==> src/rtl/sclk_pkg.sv <==
package sclk_pkg;

  typedef enum logic [1:0] {
    SRC_PIN_A = 2'b00,
    SRC_PIN_B = 2'b01,
    SRC_GEN   = 2'b10,
    SRC_REC   = 2'b11
  } clk_src_e;

  typedef enum logic [1:0] {
    MUL_X1  = 2'b00,
    MUL_X16 = 2'b01,
    MUL_X32 = 2'b10,
    MUL_X64 = 2'b11
  } mul_e;

  localparam int MAX_RATIO = 64;
  localparam int PRE_W     = $clog2(MAX_RATIO);

  // last prescaler index before wrap: ratio - 1
  function automatic logic [PRE_W-1:0] last_of(mul_e m);
    if (m == MUL_X1) return '0;
    else             return PRE_W'((1 << (int'(m) + 3)) - 1);
  endfunction

endpackage

==> src/rtl/sclk_rst_sync.sv <==
module sclk_rst_sync #(
  parameter int STAGES = 2
) (
  input  logic clk,
  input  logic arst_n,
  output logic srst_n
);

  logic [STAGES-1:0] pipe_q;

  always_ff @(posedge clk or negedge arst_n) begin
    if (!arst_n) pipe_q <= '0;
    else         pipe_q <= {pipe_q[STAGES-2:0], 1'b1};
  end

  assign srst_n = pipe_q[STAGES-1];

endmodule

==> src/rtl/sclk_brg.sv <==
module sclk_brg #(
  parameter int RLD_W = 16
) (
  input  logic             clk,
  input  logic             rst_n,
  input  logic             en_i,
  input  logic             use_sys_i,
  input  logic             pin_a_tk_i,
  input  logic             sys_tk_i,
  input  logic [RLD_W-1:0] rld_i,
  output logic             rise_o,
  output logic             zero_o
);

  localparam int CNT_W = RLD_W + 1;

  logic [CNT_W-1:0] cnt_q, cnt_d;
  logic             lvl_q, lvl_d;
  logic             rise_q, rise_d;
  logic             zero_q, zero_d;
  logic             in_tk;
  logic             at_zero;

  always_comb begin
    in_tk   = use_sys_i ? sys_tk_i : pin_a_tk_i;
    at_zero = (cnt_q == '0);
    cnt_d   = cnt_q;
    lvl_d   = lvl_q;
    rise_d  = 1'b0;
    zero_d  = 1'b0;
    if (!en_i) begin
      cnt_d = '0;
      lvl_d = 1'b0;
    end else if (in_tk) begin
      if (at_zero) begin
        // reload value sampled only here: mid-period writes wait
        cnt_d  = {1'b0, rld_i} + CNT_W'(1);
        lvl_d  = ~lvl_q;
        rise_d = ~lvl_q;
        zero_d = 1'b1;
      end else begin
        cnt_d = cnt_q - CNT_W'(1);
      end
    end
  end

  always_ff @(posedge clk or negedge rst_n) begin
    if (!rst_n) begin
      cnt_q  <= '0;
      lvl_q  <= 1'b0;
      rise_q <= 1'b0;
      zero_q <= 1'b0;
    end else begin
      cnt_q  <= cnt_d;
      lvl_q  <= lvl_d;
      rise_q <= rise_d;
      zero_q <= zero_d;
    end
  end

  assign rise_o = rise_q;
  assign zero_o = zero_q;


  brg_hold_chk: assert property (@(posedge clk) disable iff (!rst_n)
    (en_i && !in_tk) |=> (cnt_q == $past(cnt_q)));


  brg_zero_lvl_chk: assert property (@(posedge clk) disable iff (!rst_n)
    zero_q |-> (lvl_q != $past(lvl_q)));


  brg_rise_gap_chk: assert property (@(posedge clk) disable iff (!rst_n)
    rise_q |=> !rise_q);

endmodule

==> src/rtl/sclk_div.sv <==
module sclk_div
  import sclk_pkg::*;
(
  input  logic     clk,
  input  logic     rst_n,
  input  mul_e     mul_i,
  input  clk_src_e sel_i,
  input  logic     pin_a_tk_i,
  input  logic     pin_b_tk_i,
  input  logic     gen_tk_i,
  input  logic     rec_tk_i,
  output logic     en_o
);

  logic [PRE_W-1:0] cnt_q, cnt_d;
  logic [PRE_W-1:0] last;
  logic             en_q, en_d;
  logic             src_tk;

  always_comb begin
    unique case (sel_i)
      SRC_PIN_A: src_tk = pin_a_tk_i;
      SRC_PIN_B: src_tk = pin_b_tk_i;
      SRC_GEN:   src_tk = gen_tk_i;
      default:   src_tk = rec_tk_i;
    endcase
    last  = last_of(mul_i);
    cnt_d = cnt_q;
    en_d  = 1'b0;
    if (src_tk) begin
      if (cnt_q >= last) begin
        cnt_d = '0;
        en_d  = 1'b1;
      end else begin
        cnt_d = cnt_q + PRE_W'(1);
      end
    end
  end

  always_ff @(posedge clk or negedge rst_n) begin
    if (!rst_n) begin
      cnt_q <= '0;
      en_q  <= 1'b0;
    end else begin
      cnt_q <= cnt_d;
      en_q  <= en_d;
    end
  end

  assign en_o = en_q;


  div_gap_chk: assert property (@(posedge clk) disable iff (!rst_n)
    (en_q && mul_i != MUL_X1) |=> !en_q);

endmodule

==> src/rtl/sclk_route.sv <==
module sclk_route
  import sclk_pkg::*;
#(
  parameter int BYTE_W      = 8,
  parameter int SYNC_STAGES = 2
) (
  input  logic              clk,
  input  logic              rst_n,
  input  logic              pin_a_tk,
  input  logic              pin_b_tk,
  input  logic              sys_tk,
  input  logic              rec_tk,
  input  logic [1:0]        mul_sel,
  input  logic [1:0]        tx_route,
  input  logic [1:0]        rx_route,
  input  logic              gen_en,
  input  logic              gen_use_sys,
  input  logic [BYTE_W-1:0] rld_lo,
  input  logic [BYTE_W-1:0] rld_hi,
  input  logic              zero_ie,
  output logic              tx_clk_en,
  output logic              rx_clk_en,
  output logic              gen_zero,
  output logic              gen_zero_irq
);

  localparam int RLD_W = 2 * BYTE_W;
  localparam int N_DIR = 2;

  logic       srst_n;
  logic       gen_rise;
  mul_e       mul_c;
  clk_src_e   route_sel [N_DIR];
  logic [N_DIR-1:0] dir_en;

  sclk_rst_sync #(.STAGES(SYNC_STAGES)) u_rst (
    .clk    (clk),
    .arst_n (rst_n),
    .srst_n (srst_n)
  );

  sclk_brg #(.RLD_W(RLD_W)) u_brg (
    .clk        (clk),
    .rst_n      (srst_n),
    .en_i       (gen_en),
    .use_sys_i  (gen_use_sys),
    .pin_a_tk_i (pin_a_tk),
    .sys_tk_i   (sys_tk),
    .rld_i      ({rld_hi, rld_lo}),
    .rise_o     (gen_rise),
    .zero_o     (gen_zero)
  );

  assign mul_c        = mul_e'(mul_sel);
  assign route_sel[0] = clk_src_e'(tx_route);
  assign route_sel[1] = clk_src_e'(rx_route);

  for (genvar d = 0; d < N_DIR; d++) begin : g_dir
    sclk_div u_div (
      .clk        (clk),
      .rst_n      (srst_n),
      .mul_i      (mul_c),
      .sel_i      (route_sel[d]),
      .pin_a_tk_i (pin_a_tk),
      .pin_b_tk_i (pin_b_tk),
      .gen_tk_i   (gen_rise),
      .rec_tk_i   (rec_tk),
      .en_o       (dir_en[d])
    );
  end

  assign tx_clk_en    = dir_en[0];
  assign rx_clk_en    = dir_en[1];
  assign gen_zero_irq = gen_zero & zero_ie;


  tx_pin_a_chk: assert property (@(posedge clk) disable iff (!srst_n)
    (tx_clk_en && $past(mul_sel == 2'b00 && tx_route == 2'b00)) |-> $past(pin_a_tk));


  rx_rec_chk: assert property (@(posedge clk) disable iff (!srst_n)
    (rx_clk_en && $past(mul_sel == 2'b00 && rx_route == 2'b11)) |-> $past(rec_tk));


  gen_src_chk: assert property (@(posedge clk) disable iff (!srst_n)
    gen_rise |-> $past(gen_use_sys ? sys_tk : pin_a_tk));


  gen_off_chk: assert property (@(posedge clk) disable iff (!srst_n)
    $past(!gen_en) |-> !gen_zero);


  irq_gate_chk: assert property (@(posedge clk) disable iff (!srst_n)
    gen_zero_irq |-> gen_zero);

endmodule

==> config.mk <==
export PLATFORM = sky130hd
export DESIGN_NAME = sclk_route
export DESIGN_NICKNAME = d
export VERILOG_FILES = /design/src/rtl/sclk_pkg.sv /design/src/rtl/sclk_rst_sync.sv /design/src/rtl/sclk_brg.sv /design/src/rtl/sclk_div.sv /design/src/rtl/sclk_route.sv
export SDC_FILE = /design/constraint.sdc
export NUM_CORES = 1
export LEC_CHECK = 0
export ABC_CLOCK_PERIOD_IN_PS = 2700
export BUFFER_PORTS_ARGS = -buffer_cell sky130_fd_sc_hd__buf_2
export CORE_UTILIZATION = 25
export DETAILED_ROUTE_END_ITERATION = 7
export PLACE_DENSITY = 0.4
export SYNTH_ARGS = -nofsm -noshare
export SYNTH_HDL_FRONTEND = slang
export SYNTH_SLANG_ARGS = --single-unit
==> constraint.sdc <==
create_clock -name clk -period 2.7 [get_ports clk]
set_clock_uncertainty 0.2 [all_clocks]
set_input_delay 0 -clock clk [delete_from_list [all_inputs] [get_ports clk]]
set_output_delay 0 -clock clk [all_outputs]
set_load 0.005 [all_outputs]
==> results.ini <==
[timing]
finalHoldViolations=0
fmax_ghz=0.393
period_needed_ps=2550
max_slew_margin_pct=62.3
finalWorstSetupSlack_ps=154
tns_ps=0
holdWs_ps=5.98
maxSlewViolCount=0
min_period_over_period_pct=94.3
setup_violations=0
rsz0062_at_grt=false
worstMarginPinSlew_ps=559

[power_and_ir_drop]
clkPwrFrac_pct=16.2
p_leak_nw=1.45
switching_share_pct=42.3
pwr-share-comb_pct=53.2
peakVddDrop_uv=338
p_sw_mw=1.26
power_density_nw_per_um2=924
power_frac_seq_pct=30.7
totalPowerFinal_mw=2.99
p_int_mw=1.73

[global_route]
grtUsageTotal_pct=14.1
grt-ovfl-total=0
grt_antenna_before_repair=0
grt_pass1_vias=2287
grt_pass1_wl_um=11500
grt_max_degree=35

[synthesis]
ys_seq_elements=36
synth_commonest_cells=dfrtp_1 (36), nand2_1 (22), o21ai_0 (21)
syn_nets=326
yosysTopAreaCell=dfrtp_1
synth_edf_count=0
synthesis.area_um2=2540
netlist_instances=278
async_reset_ff_share_pct=100
synthFlopType=dfrtp_1
ys_seq_area_share_pct=35.5
synth-warning-count=0
syn_avg_cell_area_um2=9.13
synthDistinctLibCells=56
synth.top_cell.area_share_pct=35.5
synth_most_common_cell=dfrtp_1
synthTopCellsByArea=dfrtp_1 (35%), ha_1 (8.4%), mux2i_1 (4.3%), o21ai_0 (4.1%), nand2_1 (3.3%)

[die]
fp.dieArea_um2=10600
start_util_pct=25.9
dieHeight_um=103
die_w_um=103
io_pins=35
core-area_um2=9820
floorplan.rows=36

[finish]
fill_cells=1090
layout.nets=389
n_antenna_cell=0
multi_input_area_um2=1580
instances_no_fill=475
area_delta_synth_final_pct=27.3
utilization_pct=32.9
drive_gt1_share_pct=19.3
regArea_um2=901
finalInstanceArea_um2=3230

[hold_path]
hold_class=input pin to flop

[route]
routed_wl_um=6700
via_per_inst=4.77
antenna_left=0
drt-wirelength-per-cell_um=14.1
num_vias=2265
dr.pass1.iters=4
first_iter_violations=85
drc=0

[worst_setup_path]
crit_type=flop to flop
crit_fanout=8
cp.required_ps=2690
critPathLaunchType=flop
end_kind=flop
crit_arrival_ps=2540

[placement]
dp_slack_ps=5.48
place_area_um2=2940
port_buffers=34
place_inst=450
dp_hpwl_um=4850
routabilityCongestion=0.755

[clocking]
cts_tree=done
clkTransAtPathRegs_ps=80
cts_buffers=5
cts_buffer_depth=2
insertion_delay_ps=290
post_cts_buffers=0
clockRootBuffer=clkbuf_8
clock-sinks=36
htree_levels=2

[outcome]
status=finished, final reports clean

[run]
maxCapViolations=0

==> worst paths after layout <==
path / end / slack [ps] / start / cells after the start
min in group asynchronous: g_dir[1].u_div.en_o / 90 / u_rst.pipe_q[1] / 1
worst max register to register: u_brg.cnt_q[1] / 150 / u_brg.cnt_q[11] / 5
max in group asynchronous: u_rst.pipe_q[0] / 1830 / rst_n / 3
worst min register to register: g_dir[1].u_div.en_o / 90 / u_rst.pipe_q[1] / 1
worst max-delay path: u_brg.cnt_q[1] / 150 / u_brg.cnt_q[11] / 5
worst min-delay path: u_brg.cnt_q[6] / 6 / rld_lo[6] / 4
==> kinds of logic (layout without fill, tap and decap cells) <==
kind of cell	Yosys count	in the layout	share of synthesized area, %
muxes	15	15	6.55
other	1	1	0.148
buffers and inverters	19	83	3.01
AOI/OAI and AO/OA	66	66	18.8
xor gates and xnor gates	13	13	4.48
DFF	36	36	35.5
and+or+nand+nor	111	111	23.2
adders and majority gates	17	17	8.38
==> power by group through the flow <==
| stage | Combinational (mW) | Sequential (mW) | Clock, mW |
|---|---|---|---|
| floorplan | 1.10 | 0.861 | 0 |
| global placement | 1.54 | 0.925 | 0 |
| detailed placement | 1.53 | 0.921 | 0 |
| CTS | 1.58 | 0.915 | 0.505 |
| global route | 1.80 | 0.948 | 0.529 |
| finish | 1.59 | 0.916 | 0.483 |
==> layer usage <==
metal | routed length [um] | vias up | track usage [%] | part of all wire [%]
li1 | - | 1166 | - | -
met3 | 196 | 10 | 2.24 | 2.9
met5 | 0 | - | 0 | 0
met4 | 87 | 0 | 4.33 | 1.3
met1 | 3390 | 1048 | 19.2 | 51
met2 | 3030 | 41 | 23.0 | 45
==> what timing repair did <==
| action | in CTS | in global routing |
|---|---|---|
| gates resized for setup | 1 | 3 |
| hold buffers | 17 | 0 |
| hold endpoints to repair | 19 | 0 |
| endpoints found under the setup margin | 1 | 12 |
| pin swaps | 0 | 0 |
==> area by class of cell <==
cell class,instances,area share [%]
Multi-Input combinational cell,223,48.9
Sequential cell,36,27.9
Tap cell,133,5.15
Inverter,12,1.39
Clock inverter,2,1.08
Timing Repair Buffer,63,13.3
Clock buffer,6,2.25
==> placed cells by master, fill, tap and decap left out, types with 2 or more instances in the layout <==
master         netlist  layout
or3_4                1       2
mux2_2               3       3
ha_1                17      17
o21a_1               2       2
a21oi_1              5       5
clkbuf_8             0       5
and2_1               4       4
nor4_1               4       4
buf_4                1      12
o31a_1               2       2
nand4_1              6       6
nor2_1              20      20
o211ai_1             4       4
nor2b_1              7       7
xnor2_1              8       8
or3_1                6       5
nand2_1             22      22
dlygate4sd3_1        0      17
xor2_1               5       5
a22o_1               7       7
o41ai_1              4       3
nand2b_1             4       4
buf_2                0      34
a2111oi_1            0       2
inv_1               12      12
dfrtp_1             36      36
or4_1                2       2
o21ai_0             21      21
nor3_1              13      12
nand3_1              8       8
mux2i_1             11      11
and3_1               5       5
o2bb2ai_1            6       6
==> flip-flops by register name, indices dropped and copies added, names as in the netlist <==
| register | flops |
|---|---|
| u_rst.pipe_q | 2 |
| u_brg.rise_o | 1 |
| u_brg.lvl_q | 1 |
| u_brg.zero_o | 1 |
| g_dir.u_div.cnt_q | 12 |
| u_brg.cnt_q | 17 |
| g_dir.u_div.en_o | 2 |
==> critical path: stages, from the launching register on <==
cell,delay [ps]
dfrtp_1,450
or3_4,440
or4_4,470
or3_4,460
and2_0,170
o32ai_1,260
Power figures use the tool's default switching activity.
